<file path="src/rtl/csdec.sv">
module csdec #(
  parameter logic [23:0] IO_BASE  = 24'h000000,
  parameter int          IO_BITS  = 8,
  parameter logic [23:0] MEM_BASE = 24'h000000,
  parameter int          MEM_BITS = 14
) (
  input  logic        clk,
  input  logic        rst_n,
  input  logic [23:0] bus_addr,
  input  logic        bus_valid,
  input  logic        cfg_we,
  input  logic [1:0]  cfg_area,
  input  logic [1:0]  cfg_kind,
  input  logic [7:0]  cfg_wdata,
  output logic [3:0]  cs_n,
  output logic        ext_dflt,
  output logic [2:0]  dest
);
  localparam int NA = 4;

  logic [7:0]    base_q [NA];
  logic [7:0]    mask_q [NA];
  logic [NA-1:0] en_q;
  logic [NA-1:0] hit;

  always_ff @(posedge clk or negedge rst_n) begin
    if (!rst_n) begin
      for (int i = 0; i < NA; i++) begin
        base_q[i] <= 8'h00;
        mask_q[i] <= 8'h00;
      end
      en_q <= '0;
    end else if (cfg_we) begin
      case (cfg_kind)
        2'd0:    base_q[cfg_area] <= cfg_wdata;
        2'd1:    mask_q[cfg_area] <= cfg_wdata;
        2'd2:    en_q[cfg_area]   <= cfg_wdata[0];
        default: ;
      endcase
    end
  end

  for (genvar g = 0; g < NA; g++) begin : g_area
    logic [23:0] care;
    if (g < 2) begin : g_fine
      assign care = {2'b11, ~mask_q[g][7:2], {7{~mask_q[g][1]}}, ~mask_q[g][0], 8'h00};
    end else begin : g_coarse
      assign care = {1'b1, ~mask_q[g], 15'h0000};
    end
    assign hit[g] = en_q[g] && (((bus_addr ^ {base_q[g], 16'h0000}) & care) == 24'h000000);
  end

  logic in_io, in_mem;
  assign in_io  = (bus_addr >> IO_BITS)  == (IO_BASE >> IO_BITS);
  assign in_mem = (bus_addr >> MEM_BITS) == (MEM_BASE >> MEM_BITS);

  always_comb begin
    logic [1:0] pick;
    logic       any;
    pick = 2'd0;
    any  = 1'b0;
    for (int i = NA - 1; i >= 0; i--) begin
      if (hit[i]) begin
        pick = 2'(i);
        any  = 1'b1;
      end
    end
    cs_n     = '1;
    ext_dflt = 1'b0;
    dest     = 3'd7;
    if (bus_valid) begin
      if (in_io)
        dest = 3'd4;
      else if (in_mem)
        dest = 3'd5;
      else if (any) begin
        dest       = {1'b0, pick};
        cs_n[pick] = 1'b0;
      end else begin
        ext_dflt = 1'b1;
        dest     = 3'd6;
      end
    end
  end

  p_single_cs_r11: assert property (@(posedge clk) disable iff (!rst_n)
    $onehot0(~cs_n));
  p_idle_r10: assert property (@(posedge clk) disable iff (!rst_n)
    !bus_valid |-> (cs_n == 4'hF && !ext_dflt && dest == 3'd7));
  p_builtin_r9: assert property (@(posedge clk) disable iff (!rst_n)
    (bus_valid && (in_io || in_mem)) |-> (cs_n == 4'hF && !ext_dflt));
  p_dflt_r13: assert property (@(posedge clk) disable iff (!rst_n)
    ext_dflt |-> (cs_n == 4'hF && dest == 3'd6 && hit == '0));
  p_cs_dest_r8: assert property (@(posedge clk) disable iff (!rst_n)
    (cs_n != 4'hF) |-> (!dest[2] && !cs_n[dest[1:0]] && hit[dest[1:0]]));
  p_enable_r12: assert property (@(posedge clk) disable iff (!rst_n)
    (cfg_we && cfg_kind == 2'd2) |=> (en_q[$past(cfg_area)] == $past(cfg_wdata[0])));
endmodule

</file>
<file path="config.mk">
export PLATFORM = sky130hd
export DESIGN_NAME = csdec
export DESIGN_NICKNAME = d
export VERILOG_FILES = /design/src/rtl/csdec.sv
export SDC_FILE = /design/constraint.sdc
export NUM_CORES = 1
export LEC_CHECK = 0
export BUFFER_PORTS_ARGS = -buffer_cell sky130_fd_sc_hd__buf_2
export CORE_UTILIZATION = 55
export DETAILED_ROUTE_END_ITERATION = 12
export HOLD_SLACK_MARGIN = 0.06
export PLACE_DENSITY = 0.84
export SETUP_SLACK_MARGIN = 0.05
export SLEW_MARGIN = 20
export SYNTH_ARGS = -nofsm -noshare
export SYNTH_HDL_FRONTEND = slang
export SYNTH_SLANG_ARGS = --single-unit
</file>
<file path="constraint.sdc">
create_clock -name clk -period 2.09 [get_ports clk]
set_clock_uncertainty 0.15 [all_clocks]
set_input_delay 0 -clock clk [delete_from_list [all_inputs] [get_ports clk]]
set_output_delay 0 -clock clk [all_outputs]
set_load 0.005 [all_outputs]
</file>
Word level (Yosys, flattened, before mapping)
Cells that the tools add are included.
- order comparisons: 6
- eq/ne operators: 2
- multiplexer cells: 29
- bitwise logic cells: 18
- reductions and logical operators: 17
- operator list (kind ; number):
    24-bit zero test ; 6
    24-bit AND ; 4
    24-bit bitwise XOR ; 4
    32-bit bitwise mux ; 2
    8-bit demux with 2-bit select ; 1
    4-bit 2-to-1 mux ; 4
    8-bit NOT ; 2
    3-bit 2-to-1 mux ; 4
    6-bit NOT ; 2
    1-bit 2-to-1 mux ; 10
    2-bit 2-to-1 mux ; 4
    8-bit 2-to-1 mux ; 1
    1-bit logical AND ; 7
    2-bit by 3-bit less-than comparator with 1-bit output, second input constant ; 2
    2-bit AND reduction ; 3
    4-bit bitwise mux ; 1
    1-bit demux with 2-bit select ; 2
    2-bit by 1-bit >= comparator with 1-bit output, second input constant ; 2
    1-bit NOT ; 4
    4-bit NOT ; 1
    3-bit >= comparator, second input constant ; 1
    3-bit by 1-bit less-than comparator with 1-bit output, second input constant ; 1
    2-bit NOT with 3-bit output ; 1
    2-bit by 1-bit equality test with 1-bit output, second input constant ; 1
    other kinds (2) ; 2
- flip-flop bits (word level): 68
- bits of input ports: 40
- output and inout port bits: 8
- word-level logic and storage cells: 81

Longest topological paths before layout
- word-level depth: 17
- gate-level depth with buffers: 6
- mapped depth without buffers: 5

Worst setup path after synthesis
Ideal clock, no wire load.
- path kind: reg2out
- start: register base_q[28] (netlist name)
- end: output dest[1]
- data arrival time: 1.690 ns
- data required time: 1.940 ns
- path slack: 0.250 ns
- cell stages (with the launch flop): 6
- buffers on the path: 0
- path through: dfrtp_1 > xnor2_2 > o22ai_1 > or4_4 > or3_4 > a31o_1
- cells in the longest elaborated chain, start to end: 9
- elaborated cells on any way between the ends: 10
- those cells by class: mux (6); bitwise (2); reduce/logical (2)
- RTL lines (what ; RTL line ; source):
    start, declared ; 21 ; logic [7:0] base_q [NA];
    start signal, assigned by index ; 35 ; 2'd0: base_q[cfg_area] <= cfg_wdata;
    24-bit bitwise XOR (*) ; 50 ; assign hit[g] = en_q[g] && (((bus_addr ^ {base_q[g], 16'h0000}) & care) == 24'h000000);
    24-bit AND (*) ; 50 ;
    24-bit zero test (*) ; 50 ;
    1-bit logical AND (*) ; 50 ;
    2-bit 2-to-1 mux or 1-bit 2-to-1 mux (tied branches) ; 63 ; if (hit[i]) begin
    3-bit 2-to-1 mux (*) ; 76 ; else if (any) begin
    3-bit 2-to-1 mux (*) ; 74 ; else if (in_mem)
    3-bit 2-to-1 mux (*) ; 72 ; if (in_io)
    3-bit 2-to-1 mux (*) ; 71 ; if (bus_valid) begin
    end, declared ; 17 ; output logic [2:0] dest
Every way passes the cells marked *; elsewhere a longest branch is shown, timed or not.

Worst setup path in the final report
- start: register base_q[30] (netlist name)
- end: output dest[2]
- cells in the longest elaborated chain, start to end: 9
- RTL lines (what ; RTL line):
    24-bit bitwise XOR ; 50
    24-bit AND ; 50
    24-bit zero test ; 50
    1-bit logical AND ; 50
    1-bit 2-to-1 mux ; 63
    3-bit 2-to-1 mux ; 76
    3-bit 2-to-1 mux ; 74
    3-bit 2-to-1 mux ; 72
    3-bit 2-to-1 mux ; 71
Every way passes these cells.

==> impl_metrics.ini <==
[sta]
slew_violations = 0
rsz0062_at_grt = yes
relSlewSlack_pct = 67.3
timing.final.crit_share_pct = 110
fin_ws_ps = -215
post-route-min-period_ps = 2310
tightestPinTransition_ps = 486
max_freq_mhz = 434
finalHoldViolations = 0
finalSetupViolCount = 7

[clock_network]
cts_setup_buffers = 0
cts_root_buf = clkbuf_8
h-tree-depth = 3
cts_buffers = 9
insertion_delay_ps = 340
cts_sinks = 68
clk_path_buf_depth = 2
clkTransAtPathRegs_ps = 80
cts_tree = built

[drt]
ant_nets = 0
vias = 2246
wl_per_cell_um = 19.4
via_per_inst = 5.82
drt_iter0_drc = 131
drt_pass1_iterations = 4
drc = 0
wl_mm = 7.50

[floorplan]
coreArea_sq_um = 5610
die_x_um = 79.1
die-height_um = 79.1
row_count = 27
num_io_pins = 48
die_area_sq_um = 6250
start_util_pct = 58.3

[power]
ir_drop_mv = 0.714
p_per_area_nw_per_um2 = 950
totalPowerFinal_mw = 3.78
leakage_nw = 1.69

[place]
port_buffers = 39
gp_congestion = 0.770
hpwl_mm = 4.85
dp_cells = 354

[yosys]
ys_seq_area_share_pct = 52.1
synth.avg_cell_area_sq_um = 13.1
ys_seq_elements = 68
synthesis.nets = 290
synth.distinct_cells = 34
synth_area_sq_um = 3270
netlist_instances = 250
yosysWarnings = 0

[worst_setup_path]
critPathRequiredTime_ps = 1940
regToRegSetupSlack_ps = 1120
criticalPathCategory = reg2out
critPathCaptureType = output pin
cp_max_fo = 6
critical_path.startpoint_type = flip-flop
arrival_ps = 2160

[global_route]
grt_pass1_vias = 2382
grt_overflow = 0
gr-usage-all-layers_pct = 26.5
grt_antenna_before_repair = 0
grt_max_degree = 69
grt_pass1_wl_mm = 12.0

[cells_and_area]
fin_nets = 349
drive_gt1_share_pct = 45.5
final_cells = 386
fillers = 385
final-seq-area_sq_um = 1700
final_cell_mix = 68 x mux2_2, 68 x dfrtp_1, 39 x buf_2, 26 x xnor2_1, 16 x dlygate4sd3_1
syn_to_final_growth_pct = 21.6
num_antenna_cells = 0
multiInputGateArea_sq_um = 1530

[job]
drv_cap = 0

[status]
outcome = complete, but fails checks
violations = negative setup slack

[min_path]
hp-class = in2out
[flip-flops by register name, summed over array words and instances (netlist names)]
signal  cells
base_q     32
mask_q     32
en_q        4
[critical path: stages (launching register included)]
cell and delay (ps):
dfrtp_1 390, xor2_1 150, or4_4 530, or3_4 430
a31o_1 180, buf_2 130
[power breakdown]
group / leakage, nW / switching, mW / internal (mW) / total, mW
Combinational: 0.741 / 0.317 / 0.465 / 0.782
Sequential: 0.834 / 0.197 / 1.62 / 1.82
Clock: 0.112 / 0.495 / 0.679 / 1.17
Total: 1.69 / 1.01 / 2.77 / 3.78
[synthesized netlist by cell type]
cell type | number | area, sq um
o221ai_1 | 1 | 8.76
or4_4 | 2 | 22.5
inv_1 | 4 | 15.0
o21ai_2 | 1 | 8.76
a21oi_1 | 1 | 5.00
buf_6 | 2 | 22.5
o22ai_1 | 10 | 62.6
or3b_1 | 1 | 8.76
or3_4 | 1 | 11.3
xnor2_2 | 1 | 16.3
xnor2_1 | 29 | 254
nor4_1 | 6 | 37.5
o2111ai_1 | 3 | 26.3
a31o_1 | 2 | 17.5
o21ai_1 | 1 | 5.00
nand3b_1 | 3 | 22.5
or4_1 | 1 | 7.51
and4_1 | 1 | 8.76
nor4_4 | 1 | 21.3
nor4b_1 | 1 | 8.76
xor2_1 | 2 | 17.5
nand3_1 | 2 | 10.0
nand4_1 | 2 | 12.5
or3_1 | 3 | 18.8
nand2b_1 | 5 | 31.3
nor3b_1 | 1 | 7.51
dfrtp_1 | 68 | 1700
nor2_1 | 10 | 37.5
mux2_2 | 68 | 766
nand2_1 | 3 | 11.3
a211oi_1 | 1 | 7.51
o22a_1 | 1 | 8.76
clkbuf_1 | 11 | 41.3
and2_1 | 1 | 6.26
[routing by layer]
metal	GRT usage [%]	vias up	part of all wire [%]
met5	0	-	0
met4	12.5	0	3.0
met3	4.71	17	4.2
met2	44.4	69	50
met1	33.4	1144	43
li1	-	1016	-
[per-stage QoR]
stage	instance area, sq um	setup TNS (ps)	worst slack (ps)	util, %	hold slack (ps)
after global placement	3550	0	118	63.3	-105
after CTS	3950	-1460	-282	70.5	210
after detailed placement	3550	0	99.9	63.3	-102
after global routing	3980	-1590	-277	70.9	230
after floorplan	3270	0	250	-	-446
final	3980	-1100	-215	70.9	210
[worst paths after layout]
kind                             from          to  cells past startpoint
setup / recovery           base_q[30]     dest[2]                      5
hold / removal              bus_valid     dest[1]                      4
setup reg to reg            base_q[3]   base_q[3]                      1
hold reg to reg            mask_q[25]  mask_q[25]                      1
max in group asynchronous       rst_n  mask_q[21]                      4
min in group asynchronous       rst_n  base_q[21]                      4
[layout make-up]
| type | instances | share of cell area (%) |
|---|---|---|
| sequential | 68 | 42.8 |
| inverter | 4 | 0.378 |
| multi-input combinational | 165 | 38.6 |
| clock buffer | 13 | 4.50 |
| timing repair buffer | 61 | 10.4 |
| tap | 72 | 2.27 |
| clock inverter | 3 | 1.07 |
[cell families after synthesis]
logic type / Yosys count / share of synthesized area (%)
simple gates: 44 / 8.69
xor+xnor: 32 / 8.81
mux: 68 / 23.4
flops: 68 / 52.1
buf+inv: 17 / 2.41
compound gates: 21 / 4.59
[what timing repair did]
action	4_1_cts	5_1_grt
endpoints found under the hold margin	136	0
hold buffers	16	0
pin swaps	1	12
gates resized for setup	4	4
setup endpoints to repair	8	8
No activity file was read; power rests on OpenSTA's default activity.
